## src/rtl/clos_pkg.sv

```systemverilog
package clos_pkg;
  typedef enum logic {
    OP_CONNECT = 1'b0,
    OP_RELEASE = 1'b1
  } clos_op_e;

  function automatic int safe_clog2(input int v);
    return (v > 1) ? $clog2(v) : 1;
  endfunction
endpackage

```

## src/rtl/clos_busy_map.sv

```systemverilog
module clos_busy_map #(
  parameter int SWN   = 4,
  parameter int K     = 7,
  parameter int SW_W  = 2,
  parameter int MID_W = 3
) (
  input  logic               clk,
  input  logic               rst_n,
  input  logic               set_en,
  input  logic [SW_W-1:0]    set_sw,
  input  logic [MID_W-1:0]   set_idx,
  input  logic               clr_en,
  input  logic [SW_W-1:0]    clr_sw,
  input  logic [MID_W-1:0]   clr_idx,
  input  logic [SW_W-1:0]    rd_sw,
  output logic [K-1:0]       rd_row,
  output logic [SWN*K-1:0]   all_rows
);

  for (genvar g = 0; g < SWN; g++) begin : g_row
    logic [K-1:0] row_q;
    logic [K-1:0] row_d;

    always_comb begin
      row_d = row_q;
      if (set_en && (set_sw == SW_W'(g))) row_d[set_idx] = 1'b1;
      if (clr_en && (clr_sw == SW_W'(g))) row_d[clr_idx] = 1'b0;
    end

    always_ff @(posedge clk or negedge rst_n) begin
      if (!rst_n) row_q <= '0;
      else        row_q <= row_d;
    end

    assign all_rows[g*K +: K] = row_q;
  end

  assign rd_row = all_rows[rd_sw*K +: K];

endmodule

```

## src/rtl/clos_mid_pick.sv

```systemverilog
module clos_mid_pick #(
  parameter int K     = 7,
  parameter int MID_W = 3
) (
  input  logic [K-1:0]     free_vec,
  output logic             found,
  output logic [MID_W-1:0] idx
);

  always_comb begin
    found = 1'b0;
    idx   = '0;
    for (int j = K - 1; j >= 0; j--) begin
      if (free_vec[j]) begin
        found = 1'b1;
        idx   = MID_W'(j);
      end
    end
  end

endmodule

```

## src/rtl/clos_port_table.sv

```systemverilog
module clos_port_table #(
  parameter int NP     = 16,
  parameter int PORT_W = 4,
  parameter int MID_W  = 3
) (
  input  logic              clk,
  input  logic              rst_n,
  input  logic              wr_en,
  input  logic [PORT_W-1:0] wr_in,
  input  logic [PORT_W-1:0] wr_out,
  input  logic [MID_W-1:0]  wr_mid,
  input  logic              clr_en,
  input  logic [PORT_W-1:0] clr_in,
  input  logic [PORT_W-1:0] rd_in,
  input  logic [PORT_W-1:0] rd_outq,
  output logic              rd_used,
  output logic [MID_W-1:0]  rd_mid,
  output logic [PORT_W-1:0] rd_out,
  output logic              out_busy
);

  logic [NP-1:0]     in_used_q, in_used_d;
  logic [NP-1:0]     out_used_q, out_used_d;
  logic [MID_W-1:0]  mid_q [NP];
  logic [PORT_W-1:0] dst_q [NP];

  always_comb begin
    in_used_d  = in_used_q;
    out_used_d = out_used_q;
    if (wr_en) begin
      in_used_d[wr_in]   = 1'b1;
      out_used_d[wr_out] = 1'b1;
    end
    if (clr_en) begin
      in_used_d[clr_in]          = 1'b0;
      out_used_d[dst_q[clr_in]]  = 1'b0;
    end
  end

  always_ff @(posedge clk or negedge rst_n) begin
    if (!rst_n) begin
      in_used_q  <= '0;
      out_used_q <= '0;
    end else begin
      in_used_q  <= in_used_d;
      out_used_q <= out_used_d;
    end
  end

  always_ff @(posedge clk) begin
    if (wr_en) begin
      mid_q[wr_in] <= wr_mid;
      dst_q[wr_in] <= wr_out;
    end
  end

  assign rd_used  = in_used_q[rd_in];
  assign rd_mid   = mid_q[rd_in];
  assign rd_out   = dst_q[rd_in];
  assign out_busy = out_used_q[rd_outq];

endmodule

```

## src/rtl/clos_path_alloc.sv

```systemverilog
module clos_path_alloc
  import clos_pkg::*;
#(
  parameter int N_PER = 4,
  parameter int M     = 4,
  parameter int K     = 7,
  localparam int NP     = N_PER * M,
  localparam int PORT_W = safe_clog2(NP),
  localparam int MID_W  = safe_clog2(K),
  localparam int SW_W   = safe_clog2(M)
) (
  input  logic              clk,
  input  logic              rst_n,
  input  logic              req_valid,
  output logic              req_ready,
  input  logic              req_op,
  input  logic [PORT_W-1:0] req_in,
  input  logic [PORT_W-1:0] req_out,
  output logic              rsp_valid,
  output logic              rsp_grant,
  output logic              rsp_fail,
  output logic              rsp_err,
  output logic [MID_W-1:0]  rsp_mid
);

  // reset synchronizer: assert asynchronously, release on the clock
  logic rs_a, rs_b, rst_s_n;
  always_ff @(posedge clk or negedge rst_n) begin
    if (!rst_n) begin
      rs_a <= 1'b0;
      rs_b <= 1'b0;
    end else begin
      rs_a <= 1'b1;
      rs_b <= rs_a;
    end
  end
  assign rst_s_n = rs_b;

  logic ready_q;
  always_ff @(posedge clk or negedge rst_s_n) begin
    if (!rst_s_n) ready_q <= 1'b0;
    else          ready_q <= 1'b1;
  end
  assign req_ready = ready_q;

  // request decode
  clos_op_e          op;
  logic              accept, is_conn, is_rel;
  logic [SW_W-1:0]   in_sw, out_sw, old_out_sw;
  logic              tbl_used, tbl_out_busy;
  logic [MID_W-1:0]  tbl_mid;
  logic [PORT_W-1:0] tbl_out;
  logic [K-1:0]      s1_row, s3_row, free_vec;
  logic [M*K-1:0]    s1_flat, s3_flat;
  logic              pick_found;
  logic [MID_W-1:0]  pick_idx;
  logic              conn_err, do_set, do_clr;

  assign op         = clos_op_e'(req_op);
  assign accept     = req_valid && ready_q;
  assign is_conn    = accept && (op == OP_CONNECT);
  assign is_rel     = accept && (op == OP_RELEASE);
  assign in_sw      = SW_W'(req_in  / N_PER);
  assign out_sw     = SW_W'(req_out / N_PER);
  assign old_out_sw = SW_W'(tbl_out / N_PER);

  clos_port_table #(.NP(NP), .PORT_W(PORT_W), .MID_W(MID_W)) u_table (
    .clk(clk), .rst_n(rst_s_n),
    .wr_en(do_set), .wr_in(req_in), .wr_out(req_out), .wr_mid(pick_idx),
    .clr_en(do_clr), .clr_in(req_in),
    .rd_in(req_in), .rd_outq(req_out),
    .rd_used(tbl_used), .rd_mid(tbl_mid), .rd_out(tbl_out),
    .out_busy(tbl_out_busy)
  );

  clos_busy_map #(.SWN(M), .K(K), .SW_W(SW_W), .MID_W(MID_W)) u_ingress_map (
    .clk(clk), .rst_n(rst_s_n),
    .set_en(do_set), .set_sw(in_sw), .set_idx(pick_idx),
    .clr_en(do_clr), .clr_sw(in_sw), .clr_idx(tbl_mid),
    .rd_sw(in_sw), .rd_row(s1_row), .all_rows(s1_flat)
  );

  clos_busy_map #(.SWN(M), .K(K), .SW_W(SW_W), .MID_W(MID_W)) u_egress_map (
    .clk(clk), .rst_n(rst_s_n),
    .set_en(do_set), .set_sw(out_sw), .set_idx(pick_idx),
    .clr_en(do_clr), .clr_sw(old_out_sw), .clr_idx(tbl_mid),
    .rd_sw(out_sw), .rd_row(s3_row), .all_rows(s3_flat)
  );

  assign free_vec = ~s1_row & ~s3_row;

  clos_mid_pick #(.K(K), .MID_W(MID_W)) u_pick (
    .free_vec(free_vec), .found(pick_found), .idx(pick_idx)
  );

  assign conn_err = tbl_used || tbl_out_busy;
  assign do_set   = is_conn && !conn_err && pick_found;
  assign do_clr   = is_rel && tbl_used;

  // response: next-state and register
  logic             v_d, g_d, f_d, e_d;
  logic [MID_W-1:0] mid_d;

  always_comb begin
    v_d   = accept;
    g_d   = do_set || do_clr;
    f_d   = is_conn && !conn_err && !pick_found;
    e_d   = (is_conn && conn_err) || (is_rel && !tbl_used);
    mid_d = do_set ? pick_idx : (do_clr ? tbl_mid : '0);
  end

  always_ff @(posedge clk or negedge rst_s_n) begin
    if (!rst_s_n) begin
      rsp_valid <= 1'b0;
      rsp_grant <= 1'b0;
      rsp_fail  <= 1'b0;
      rsp_err   <= 1'b0;
      rsp_mid   <= '0;
    end else begin
      rsp_valid <= v_d;
      rsp_grant <= g_d;
      rsp_fail  <= f_d;
      rsp_err   <= e_d;
      rsp_mid   <= mid_d;
    end
  end

endmodule

```

## config.mk

```make
export PLATFORM = sky130hd
export DESIGN_NAME = clos_path_alloc
export DESIGN_NICKNAME = d
export VERILOG_FILES = /design/src/rtl/clos_pkg.sv /design/src/rtl/clos_busy_map.sv /design/src/rtl/clos_mid_pick.sv /design/src/rtl/clos_port_table.sv /design/src/rtl/clos_path_alloc.sv
export SDC_FILE = /design/constraint.sdc
export NUM_CORES = 1
export LEC_CHECK = 0
export BUFFER_PORTS_ARGS = -buffer_cell sky130_fd_sc_hd__buf_2
export CORE_MARGIN = 4
export CORE_UTILIZATION = 45
export CTS_CLUSTER_DIAMETER = 50
export DETAILED_ROUTE_END_ITERATION = 16
export MAX_ROUTING_LAYER = met4
export PLACE_DENSITY_LB_ADDON = 0.15
export SYNTH_ARGS = -nofsm -noshare
export SYNTH_HDL_FRONTEND = slang
export SYNTH_SLANG_ARGS = --single-unit
```

## constraint.sdc

```tcl
create_clock -name clk -period 7.1 [get_ports clk]
set_input_delay 0.355 -clock clk [delete_from_list [all_inputs] [get_ports clk]]
set_output_delay 0.355 -clock clk [all_outputs]
set_load 0.03 [all_outputs]
```

Yosys cells after proc, flatten, opt, wreduce, memory -nomap -nowiden
Memory sizes are Yosys's and may differ from the RTL's.
Index checks and enable logic that the tools add are counted.
- magnitude comparators: 10
- equal/unequal tests: 9
- muxes and demuxes: 52
- bitwise operators: 27
- $mul: 2
- reduce and logical (&&, ||, !) cells: 39
- shift-type cells: 2
- operator list (kind ; count):
    7-bit two-way mux ; 16
    16-bit two-way mux ; 4
    7-bit AND ; 9
    7-bit bitwise OR ; 8
    28-bit by 6-bit variable part select with 7-bit output ; 2
    16-bit AND ; 2
    16-bit inverter ; 2
    16-bit bitwise OR ; 2
    1-bit logical AND ; 30
    3-bit two-way mux ; 9
    7-bit inverter ; 3
    1-bit two-way mux ; 16
    4-bit by 5-bit less-than comparator with 1-bit output (second input constant) ; 3
    1-bit demux with 4-bit select ; 3
    2-bit equality test (second input constant) ; 6
    4-bit by 1-bit greater-or-equal comparator with 1-bit output (second input constant) ; 3
    2-bit by 3-bit multiplier with 5-bit output (second input constant) ; 2
    1-bit binary-select mux with 4-bit select ; 2
    3-bit by 4-bit less-than comparator with 1-bit output (second input constant) ; 2
    1-bit demux with 3-bit select ; 2
    2-bit by 1-bit equality test with 1-bit output (second input constant) ; 3
    3-bit by 1-bit greater-or-equal comparator with 1-bit output (second input constant) ; 2
    2-bit logical NOT ; 3
    1-bit logical NOT ; 3
    2 further kinds ; 4
- word-level logic and storage cells: 161
- flip-flop bits (word level): 98
- input port bits: 12
- RAM bits: 112
- output and inout port bits: 8
- memories kept: 2
- memories (memory ; words ; bits a word ; rd ports ; clocked after Yosys merged registers in ; write ports ; RTL line ; text):
    u_table.dst_q ; 16 ; 4 ; 1 ; 0 ; 1 ; clos_port_table.sv:25 ; logic [PORT_W-1:0] dst_q [NP];
    u_table.mid_q ; 16 ; 3 ; 1 ; 0 ; 1 ; clos_port_table.sv:24 ; logic [MID_W-1:0] mid_q [NP];

Longest topological paths before layout
Gate-level depths: netlist of run 1.
- depth in word-level cells: 19
- depth in mapped cells: 11
- gate-level depth less buffers: 6

Cells and area by module
A second synthesis of run 1 with hierarchy kept.
- cell total of the unflattened synthesis: 642
- area, all modules: 9658.0 sq um
- by module, submodules not included (module ; area an instance (sq um) ; cells each ; seq. area each (sq um) ; instances):
    clos_port_table ; 6432.4 ; 348 ; 4164.0 ; 1
    clos_busy_map at u_ingress_map ; 1392.6 ; 123 ; 700.7 ; 1
    clos_busy_map at u_egress_map ; 1377.6 ; 122 ; 700.7 ; 1
    clos_path_alloc ; 389.1 ; 38 ; 250.2 ; 1
    clos_mid_pick ; 66.3 ; 11 ; 0.0 ; 1

Worst setup path before layout of run 1
OpenSTA, ideal clock, no wires.
- path type: input -> register
- start point: input port req_out[0]
- end point: memory u_table.dst_q[15][0] (enable)
- library setup time: 0.382 ns
- stages on the path: 6
- setup slack: 4.212 ns
- arrival time: 2.505 ns
- cells stage by stage: buf_2 -> mux4_2 -> a22oi_1 -> nand4_2 -> a311o_1 -> nor3_1
- longest elaborated chain between the ends: 8
- RTL lines (element ; RTL line ; text):
    start: declaration ; clos_path_alloc.sv:18 ; input logic [PORT_W-1:0] req_out,
    1-bit binary-select mux with 4-bit select ; clos_port_table.sv:60 ; assign out_busy = out_used_q[rd_outq];
    1-bit two-way mux (implied by the code) ; clos_port_table.sv:60 ;
    1-bit logical OR ; clos_path_alloc.sv:96 ; assign conn_err = tbl_used || tbl_out_busy;
    1-bit logical NOT ; clos_path_alloc.sv:97 ; assign do_set = is_conn && !conn_err && pick_found;
    1-bit logical AND (2 in a row) ; clos_path_alloc.sv:97 ;
    1-bit two-way mux ; clos_port_table.sv:51 ; if (wr_en) begin
    1-bit two-way mux (implied by the code) ; clos_port_table.sv:53 ; dst_q[wr_in] <= wr_out;
    end: declaration ; clos_port_table.sv:25 ;
No other way between the ends. The select of a mux whose other input is x is not followed.

Worst setup path in the final report of run 1
- start point: input port req_in[2]
- end point: memory u_table.dst_q[1][0] (enable)
- longest elaborated chain between the ends: 14
- RTL lines (element ; RTL line ; text):
    start: declaration ; clos_path_alloc.sv:17 ; input logic [PORT_W-1:0] req_in,
    2-bit by 3-bit multiplier with 5-bit output ; clos_busy_map.sv:38 ; assign rd_row = all_rows[rd_sw*K +: K];
    28-bit by 6-bit variable part select with 7-bit output ; clos_busy_map.sv:38 ;
    7-bit inverter ; clos_path_alloc.sv:90 ; assign free_vec = ~s1_row & ~s3_row;
    7-bit AND ; clos_path_alloc.sv:90 ;
    1-bit two-way mux (7 in a row) ; clos_mid_pick.sv:14 ; if (free_vec[j]) begin
    1-bit logical AND ; clos_path_alloc.sv:97 ;
    1-bit two-way mux ; clos_port_table.sv:51 ;
    1-bit two-way mux (implied by the code) ; clos_port_table.sv:53 ;
Parallel ways exist; a longest one is shown, timed or not. The select of a mux whose other input is x is not followed.

==> results of run 1 <==
## layout make-up
class	instances	area (um2)
well taps	270	338
inverters	9	33.8
fillers	1702	9900
flip-flops and latches	210	5820
clock buffers	34	712
clock inverters	13	98.8
multi-input cells	367	3270
repair buffers	23	128
## cell usage in the layout, fill, tap and decap left out, types with 4 or more instances in the layout
master,Yosys,final
edfxtp_1,112,112
dfrtp_1,98,97
a21oi_1,62,61
nor2_1,34,34
nor3_1,31,31
o22a_1,29,29
clkbuf_16,0,27
mux4_2,26,26
mux4_1,23,23
a2bb2oi_1,20,20
buf_2,17,19
a31oi_1,17,17
nand2_1,16,16
and3_1,11,11
nor3_2,10,10
nand3_1,9,9
inv_1,8,8
mux2i_1,7,7
nand3b_1,7,7
clkbuf_1,14,6
nand2b_1,5,5
nor2b_1,5,5
mux2_2,5,5
clkinv_1,0,5
or2_2,4,4
a41oi_1,4,4
## routing by layer
metal	vias up	share of wire (%)	wire length (um)	global-route usage [%]
met2	211	48	11500	32.8
met4	0	3.0	716	5.57
li1	2539	-	-	-
met1	3056	44	10300	29.0
met3	58	5.0	1170	2.99
met5	-	0	0	-
## state kept, by name, summed over array words and instances, names as in the netlist
register and flops:
rsp_err 1, u_table.out_used_q 16, u_table.mid_q 48, u_egress_map.g_row.row_q 28, rsp_grant 1, rs_b 1
rsp_fail 1, rs_a 1, req_ready 1, rsp_valid 1, u_table.dst_q 64, u_table.in_used_q 16
rsp_mid 3, u_ingress_map.g_row.row_q 28
## Yosys cell counts, types with 3 or more instances
master     count  area share (%)
a21oi_1       62             3.3
a2bb2oi_1     20             1.9
a31oi_1       17             1.1
a41oi_1        4            0.38
and3_1        11            0.74
buf_1          6            0.24
buf_2         17            0.91
clkbuf_1      14            0.56
dfrtp_1       98              26
edfxtp_1     112              36
inv_1          8            0.32
mux2_2         5            0.60
mux2i_1        7            0.75
mux4_1        23             6.5
mux4_2        26             6.3
nand2_1       16            0.64
nand2b_1       5            0.34
nand3_1        9            0.48
nand3b_1       7            0.56
nor2_1        34             1.4
nor2b_1        5            0.34
nor3_1        31             1.7
nor3_2        10             1.1
nor3b_2        3            0.40
o2111ai_1      3            0.28
o21ai_0        3            0.16
o22a_1        29             2.7
or2_2          4            0.27
## kinds of logic after synthesis
logic type             Yosys count  synth area share [%]
multiplexers                    61                  14.1
flip-flops                     210                  62.4
other                            1                0.0402
AND/OR/NAND/NOR                151                  9.28
buffers and inverters           51                  2.79
AO/OA/AOI/OAI                  153                  11.4
## power groups by stage
stage / logic (uW) / registers, uW / clock network (uW)
2_1_floorplan: 321 / 1530 / 0
3_3_place_gp: 447 / 1560 / 0
3_5_place_dp: 458 / 1550 / 0
4_1_cts: 457 / 1530 / 1260
5_1_grt: 504 / 1550 / 1320
6_report: 463 / 1540 / 1240
## how the worst min path moves through the flow
stage	startpoint	endpoint	depth (start not counted)
after floorplan	rst_n	rs_a	0
after global placement	rst_n	rs_a	1
after detailed placement	rst_n	rs_a	1
after CTS	req_op	rsp_err	2
after global routing	req_op	rsp_err	2
final	req_op	rsp_err	2
## through the flow
step	total power [uW]	utilization (%)	setup WS (ns)	cells
2_1_floorplan	1860	-	4.17	628
3_3_place_gp	2000	47.2	3.08	878
3_5_place_dp	2010	47.2	2.98	878
4_1_cts	3250	51.2	3.42	926
5_1_grt	3370	51.2	3.24	926
6_report	3240	51.2	3.49	926
## what timing repair did
action / 4_1_cts / 5_1_grt
endpoints found under the hold margin: 2 / 0
hold buffers: 1 / 0
setup endpoints to repair: 0 / 0
==> impl_metrics.csv, run 1 <==
group,metric,value,unit
worst_setup_path,worstReg2RegStart,"u_table.out_used_q[15]",
worst_setup_path,required,7.22,ns
yosys,syn_inst,627,
timing,report.final.slew_viol_count,0,
global_routing,grt_pass1_wl,36.7,mm
die,die_x,152,um
power_and_ir_drop,powerDensity,311,nW/um2
die,ios,20,
yosys,synth_edf_count,112,
worst_setup_path,cp.depth,6,
global_routing,grt_use_total,20.9,%
worst_setup_path,worstSetupEndpoint,"u_table.dst_q[1][0]",
placement,port_buffers,19,
worst_setup_path,worstSetupStartpointType,"primary input",
power_and_ir_drop,vdd_ir_drop_max,0.185,mV
run_status,status,"finished clean",
yosys,syn_area_per_cell,14.9,um2
timing,setup_violations,0,
placement,dpl.hpwl,15.4,mm
yosys,synth_ff_type,"edfxtp_1",
worst_setup_path,crit_path_cell_trace,"buf_2 > nand2b_1 > o221ai_1 > o2bb2a_2 > a311o_1 > nor3_1",
worst_setup_path,cpLargestDelayFamily,"simple AND/OR/NAND/NOR gates",
worst_hold_path,hold_class,"in2reg",
detailed_routing,dr.pass1.iters,5,
die,rows,52,
worst_setup_path,worst-setup-path-type,"in2reg",
clock_network,postCtsSetupRepairBufs,0,
worst_setup_path,endpoint_kind,"flip-flop",
global_routing,antenna_found_initial,0,
detailed_routing,drt_wl_total,23.7,mm
timing,fin_skew,0.0135,ns
timing,post-route-period-util,50.8,%
finish,syn_to_final_growth,11.5,%
worst_setup_path,r2r_slack,3.56,ns
finish,stdcell_area,10400,um2
finish,drive_gt1_share,17.7,%
detailed_routing,avgViaCountPerCell,6.33,
finish,n_antenna_cell,0,
timing,fmax,277,MHz
worst_setup_path,arrival,3.73,ns
timing,max-slew-margin-rel,19.5,%
clock_network,numCtsBuffers,26,
detailed_routing,num_vias,5864,
clock_network,clkSinkCount,210,
clock_network,htree_levels,1,
yosys,synth_area,9330,um2
detailed_routing,first_iter_violations,450,
clock_network,cts-root-buf,"clkbuf_16",
power_and_ir_drop,power_frac_comb,14.3,%
die,fp.dieArea,23100,um2
yosys,synth_async_sr_flop_share,46.7,%
worst_setup_path,reg2reg_depth,5,
worst_setup_path,critPathBufInv,1,
yosys,yosys_warnings,0,
yosys,synth_cell_types,54,
timing,timing.hold.ws,0.101,ns
clock_network,tritoncts,"done",
clock_network,cts_buffer_depth,3,
placement,place_congestion,0.921,
worst_setup_path,crit_path_start,"req_in[2]",
global_routing,grt_pass1_vias,5783,
worst_setup_path,crit_slowest_cell,"nor3_1",
timing,hold_viol,0,
yosys,seq_area_frac_synth,62.4,%
timing,layout_min_cycle_time,3.61,ns
global_routing,grt_start_max_net_pins,53,
power_and_ir_drop,p_leak,0.00393,uW
clock_network,post_cts_resized,0,
detailed_routing,routedWlPerCell,25.5,um
worst_setup_path,cp_max_fo,33,
clock_network,clkTransAtPathRegs,0.06,ns
finish,nNetsFinal,649,
yosys,synth_seq_cells,210,
die,die_h,152,um
power_and_ir_drop,p_int,2370,uW
die,core,20300,um2
power_and_ir_drop,clock_power_share,38.3,%
timing,fin_setup_tns,0,ns
die,initial_core_util,45.9,%
detailed_routing,drc,0,
placement,placed_area,9580,um2
power_and_ir_drop,p_sw_share,26.8,%
timing,rsz0062_at_grt,"no",
power_and_ir_drop,pwr-share-seq,47.4,%
clock_network,clk_latency,0.52,ns
global_routing,overflow,0,
detailed_routing,ant_nets,0,
worst_setup_path,critPathMaxStageDelay,1.04,ns
flow_run,drv_cap,0,
timing,worstMarginPinSlew,1.20,ns
worst_setup_path,r2r_end,"u_table.dst_q[1][0]",
power_and_ir_drop,switchingPower,868,uW
Power figures use the tool's default switching activity.
==> inputs of run 2 (changes only) <==
Clock period 7.1 ns to 3.8 ns, I/O delays scaled along.
==> run 2 against run 1 <==
Non-clock buffer count grew 33; register-to-register slack lost 2.6 ns; design area grew 3.0%; critical path type is now reg2reg.
==> impl_metrics.csv, run 2 (same netlist as run 1, synthesis figures left out) <==
group,metric,value,unit
worst_setup_path,crit_path_cell_trace,"mux4_1 > mux2i_1 > a22oi_1 > a311o_1 > nor3_2 > buf_4",
detailed_routing,routedWlPerCell,25.6,um
timing,timing.hold.ws,0.0173,ns
timing,hold_viol,0,
global_routing,overflow,0,
detailed_routing,drc,0,
timing,post-route-period-util,75.9,%
placement,port_buffers,19,
flow_run,drv_cap,0,
timing,fin_setup_tns,0,ns
timing,setup_violations,0,
detailed_routing,avgViaCountPerCell,6.27,
die,die_x,152,um
worst_setup_path,critPathMaxStageDelay,0.57,ns
timing,fin_skew,0.0175,ns
worst_setup_path,cp_max_fo,13,
timing,rsz0062_at_grt,"no",
finish,regMostFlops,"u_table.dst_q",
worst_setup_path,critPathBufInv,1,
die,initial_core_util,45.9,%
clock_network,cts_hold_buf,3,
worst_setup_path,worst-setup-path-type,"reg2reg",
run_status,status,"finished clean",
clock_network,clkTransAtPathRegs,0.06,ns
timing,layout_min_cycle_time,2.89,ns
detailed_routing,drt_wl_total,24.6,mm
timing,report.final.slew_viol_count,0,
power_and_ir_drop,p_leak,0.00415,uW
worst_setup_path,crit_slowest_cell,"a311o_1",
power_and_ir_drop,vdd_ir_drop_max,0.372,mV
finish,syn_to_final_growth,14.9,%
power_and_ir_drop,powerDensity,583,nW/um2
worst_setup_path,cpLargestDelayFamily,"compound AO/OA/AOI/OAI gates",
detailed_routing,ant_nets,0,
timing,worstMarginPinSlew,0.933,ns
clock_network,postCtsSetupRepairBufs,0,
global_routing,grt_start_max_net_pins,71,
detailed_routing,dr.pass1.iters,5,
worst_setup_path,worstSetupStartpointType,"flip-flop",
worst_hold_path,hold_class,"in2reg",
clock_network,htree_levels,1,
detailed_routing,num_vias,6017,
placement,pre_cts_ws,0.623,ns
clock_network,cts_buffer_depth,3,
worst_setup_path,required,4.04,ns
global_routing,antenna_found_initial,0,
placement,place_congestion,0.971,
timing,max-slew-margin-rel,37.8,%
finish,drive_gt1_share,22.0,%
clock_network,numCtsBuffers,26,
finish,final_common_cell,"edfxtp_1",
clock_network,tritoncts,"done",
finish,largest_reg_flops,64,
global_routing,grt_pass1_wl,37.8,mm
die,rows,52,
finish,nNetsFinal,682,
worst_setup_path,endpoint_kind,"flip-flop",
clock_network,post_cts_resized,0,
detailed_routing,first_iter_violations,418,
worst_setup_path,arrival,3.13,ns
global_routing,grt_use_total,21.6,%
finish,n_antenna_cell,0,
die,fp.dieArea,23100,um2
clock_network,cts-root-buf,"clkbuf_16",
die,die_h,152,um
global_routing,grt_pass1_vias,6146,
clock_network,clk_latency,0.53,ns
timing,fin_ws,0.914,ns
die,ios,20,
clock_network,clkSinkCount,210,
timing,fmax,347,MHz
finish,reg_top3,"u_table.dst_q x64, u_table.mid_q x48",
die,core,20300,um2
finish,layout_common_cells,"112 x edfxtp_1, 97 x dfrtp_1, 62 x a21oi_1, 34 x nor2_1, 33 x buf_4",
placement,dpl.hpwl,16.4,mm
-- run 2: cell types whose count changed in the layout (fill, tap and decap cells not counted), sizes merged --
| cell | previous run | this run |
|---|---|---|
| buf | 22 | 53 |
| inv | 10 | 14 |
| clkinvlp | 3 | 0 |
| bufinv | 1 | 3 |
| clkinv | 8 | 7 |
| dlygate4sd3 | 1 | 3 |
| clkbuf | 34 | 33 |
-- run 2: power by group --
part	switching [uW]	internal, uW
registers	167	2710
logic	537	352
clock network	974	1500
total	1680	4570
-- run 2: path summary, 6_finish.rpt --
check / start / to / slack, ns / cells past startpoint
worst max-delay path: u_table.in_used_q[7] / u_table.mid_q[13][2] / 0.91 / 6
worst min-delay path: req_valid / rsp_valid / 0.02 / 3
worst max register to register: u_table.in_used_q[7] / u_table.mid_q[13][2] / 0.91 / 6
worst min register to register: rs_a / rs_b / 0.35 / 0
max in group asynchronous: rs_b / u_egress_map.g_row[1].row_q[6] / 2.38 / 1
min in group asynchronous: rs_b / req_ready / 0.46 / 0
-- run 2: tightest hold or removal path: stages --
cell     delay, ns
buf_2         0.11
nand2_1       0.12
inv_1         0.08
-- run 2: final cells by class --
cell class / count / area, um2
fillers: 1688 / 9590
flip-flops and latches: 210 / 5820
multi-input cells: 367 / 3250
clock buffers: 33 / 687
repair buffers: 56 / 393
well taps: 270 / 338
clock inverters: 15 / 186
inverters: 9 / 33.8
-- run 2: metal layers --
layer | wire length, um | up-vias | track usage (%)
met1 | 10500 | 3124 | 29.6
met2 | 11800 | 242 | 33.5
met3 | 1510 | 54 | 3.64
li1 | - | 2597 | -
met4 | 756 | 0 | 6.59
met5 | 0 | - | -
-- run 2: metrics by stage --
stage | area, um2 | power, uW | utilization [%] | instances
2_1_floorplan | 9330 | 3470 | - | 628
3_3_place_gp | 9810 | 3770 | 48.3 | 909
3_5_place_dp | 9810 | 3790 | 48.3 | 909
4_1_cts | 10700 | 6280 | 52.8 | 960
5_1_grt | 10700 | 6480 | 52.8 | 960
6_report | 10700 | 6250 | 52.8 | 960
==> inputs of run 3 (changes only) <==
Clock period 3.8 ns to 2.4 ns, I/O delays scaled along.
==> run 3 against run 2 <==
The flow now finishes with violations (setup timing); count of clock-buffer cells in the layout unchanged; power up 67%; combinational power up 110%; maximum frequency up 12%; design area up 12%; largest cell class unchanged; highest routed layer unchanged.
==> impl_metrics.csv, run 3 (same netlist as run 1, synthesis figures left out) <==
group,metric,value,unit
detailed_routing,num_vias,6459,
run_status,status,"finished, violations left",
clock_network,clk_latency,0.54,ns
die,fp.dieArea,23100,um2
worst_setup_path,endpoint_kind,"flip-flop",
global_routing,grt_start_max_net_pins,47,
detailed_routing,dr.pass1.iters,5,
finish,nNetsFinal,781,
power_and_ir_drop,powerDensity,873,nW/um2
finish,final_common_cell,"edfxtp_1",
global_routing,grt_use_total,23.2,%
detailed_routing,ant_nets,0,
detailed_routing,drc,0,
timing,fin_ws,-0.181,ns
finish,finish.utilization,59.0,%
placement,port_buffers,19,
die,core,20300,um2
detailed_routing,first_iter_violations,570,
worst_setup_path,arrival,2.82,ns
clock_network,cts-root-buf,"clkbuf_16",
run_status,violations,"setup timing",
placement,dpl.hpwl,18.1,mm
timing,worstMarginPinSlew,0.832,ns
worst_setup_path,crit_slowest_cell,"mux4_2",
detailed_routing,avgViaCountPerCell,6.10,
die,ios,20,
detailed_routing,drt_wl_total,26.2,mm
power_and_ir_drop,switchingPower,2740,uW
global_routing,grt_pass1_vias,6630,
power_and_ir_drop,pwr-share-seq,43.2,%
timing,setup_violations,145,
clock_network,cts_buffer_depth,3,
finish,fill_cells,1599,
timing,max-slew-margin-rel,44.1,%
die,rows,52,
global_routing,overflow,0,
global_routing,antenna_found_initial,0,
clock_network,tritoncts,"done",
finish,drive_gt1_share,35.9,%
timing,report.final.slew_viol_count,0,
detailed_routing,routedWlPerCell,24.8,um
placement,dp.cells,1002,
power_and_ir_drop,power_frac_comb,17.7,%
flow_run,drv_cap,0,
power_and_ir_drop,p_leak,0.00484,uW
timing,layout_min_cycle_time,2.58,ns
finish,reg_top3,"u_table.dst_q x64, u_table.mid_q x48",
die,die_x,152,um
finish,syn_to_final_growth,28.5,%
finish,largest_reg_flops,64,
timing,post-route-period-util,108,%
finish,stdcell_count,1058,
finish,n_antenna_cell,0,
timing,fin_skew,0.0155,ns
worst_hold_path,hold_depth,3,
power_and_ir_drop,clock_power_share,39.0,%
finish,regMostFlops,"u_table.dst_q",
timing,fmax,387,MHz
placement,place_congestion,0.956,
die,die_h,152,um
timing,rsz0062_at_grt,"yes",
timing,hold_viol,0,
global_routing,grt_pass1_wl,40.6,mm
clock_network,numCtsBuffers,26,
worst_setup_path,crit_path_cell_trace,"mux4_2 > a22oi_2 > nand4_2 > a311o_2 > buf_12 > nor3_4 > buf_6",
finish,layout_common_cells,"112 x edfxtp_1, 104 x buf_4, 97 x dfrtp_1, 62 x a21oi_1, 30 x nor2_1",
power_and_ir_drop,p_sw_share,26.2,%
power_and_ir_drop,vdd_ir_drop_max,0.527,mV
worst_setup_path,cp_max_fo,7,
worst_setup_path,worstSetupStartpointType,"flip-flop",
worst_setup_path,critPathMaxStageDelay,0.49,ns
clock_network,clkTransAtPathRegs,0.06,ns
die,initial_core_util,45.9,%
power_and_ir_drop,p_int,7730,uW
worst_setup_path,worst-setup-path-type,"reg2reg",
worst_hold_path,hold_class,"in2reg",
worst_setup_path,reg2reg_depth,7,
clock_network,htree_levels,1,
clock_network,clkSinkCount,210,
worst_setup_path,required,2.64,ns
run 3: cell types whose count changed in the layout (fill, tap and decap cells not counted), moves of 5 or more:
cell      change
buf_4        +71
buf_12       +15
clkinv_2      -5
nor3_4       +12
buf_6        +10
nor3_1       -15
run 3: path summary, 6_finish.rpt:
check | from | end | slack, ns
hold / removal | req_out[0] | u_table.out_used_q[3] | 0.02
max in group asynchronous | rs_b | rsp_fail | 1.44
min in group asynchronous | rs_b | u_table.out_used_q[9] | 0.29
setup reg to reg | u_table.out_used_q[15] | u_table.dst_q[13][3] | -0.18
hold reg to reg | rs_b | u_table.out_used_q[9] | 0.29
setup / recovery | u_table.out_used_q[15] | u_table.dst_q[13][3] | -0.18
run 3: layer usage:
layer / vias to the layer above / global-route usage (%) / share of wire, %
li1: 2813 / - / -
met1: 3338 / 33.6 / 44
met2: 263 / 34.1 / 46
met3: 45 / 4.01 / 7.5
met4: 0 / 6.59 / 2.6
met5: - / - / 0
run 3: through the flow:
| stage | setup slack, ns | power (uW) | hold WS, ns | instance area, um2 | TNS [ns] |
|---|---|---|---|---|---|
| floorplan | -0.169 | 5500 | -0.176 | 9390 | -6.61 |
| global placement | -0.349 | 6290 | -0.0947 | 10700 | -34.82 |
| detailed placement | -0.301 | 6340 | -0.0924 | 10700 | -37.25 |
| CTS | -0.167 | 10500 | 0.00958 | 11800 | -14.98 |
| global route | -0.239 | 10900 | 0.0487 | 12000 | -26.54 |
| finish | -0.181 | 10500 | 0.0158 | 12000 | -14.99 |
run 3: layout make-up:
class / instances / area (um2) / share of cell area (%)
Clock buffer: 33 / 717 / 5.98
Timing Repair Buffer: 155 / 1390 / 11.6
Sequential cell: 210 / 5820 / 48.6
Inverter: 9 / 33.8 / 0.282
Clock inverter: 14 / 196 / 1.64
Tap cell: 270 / 338 / 2.82
Multi-Input combinational cell: 367 / 3490 / 29.1
run 3: power by group through the flow:
stage / sequential [uW] / combinational, uW / clock (uW)
CTS: 4520 / 1800 / 4140
global route: 4560 / 2020 / 4290
global placement: 4570 / 1720 / 0
floorplan: 4540 / 964 / 0
detailed placement: 4580 / 1760 / 0
finish: 4520 / 1860 / 4080
run 3: repair_timing:
action                                  in CTS  in global routing
hold endpoints to repair                     4                  0
cloned                                       1                  0
hold buffers                                 4                  0
resized for setup                           20                 38
buffers inserted                             8                  3
endpoints found under the setup margin     169                191
pin swaps                                   21                  9
run 3: critical path: cells and delay by family, from the launching register on:
kind | cells | cell delay, ns
AO/OA/AOI/OAI | 2 | 0.66
buffers and inverters | 2 | 0.36
flip-flops | 1 | 0.38
multiplexers | 1 | 0.49
AND/OR/NAND/NOR | 2 | 0.39
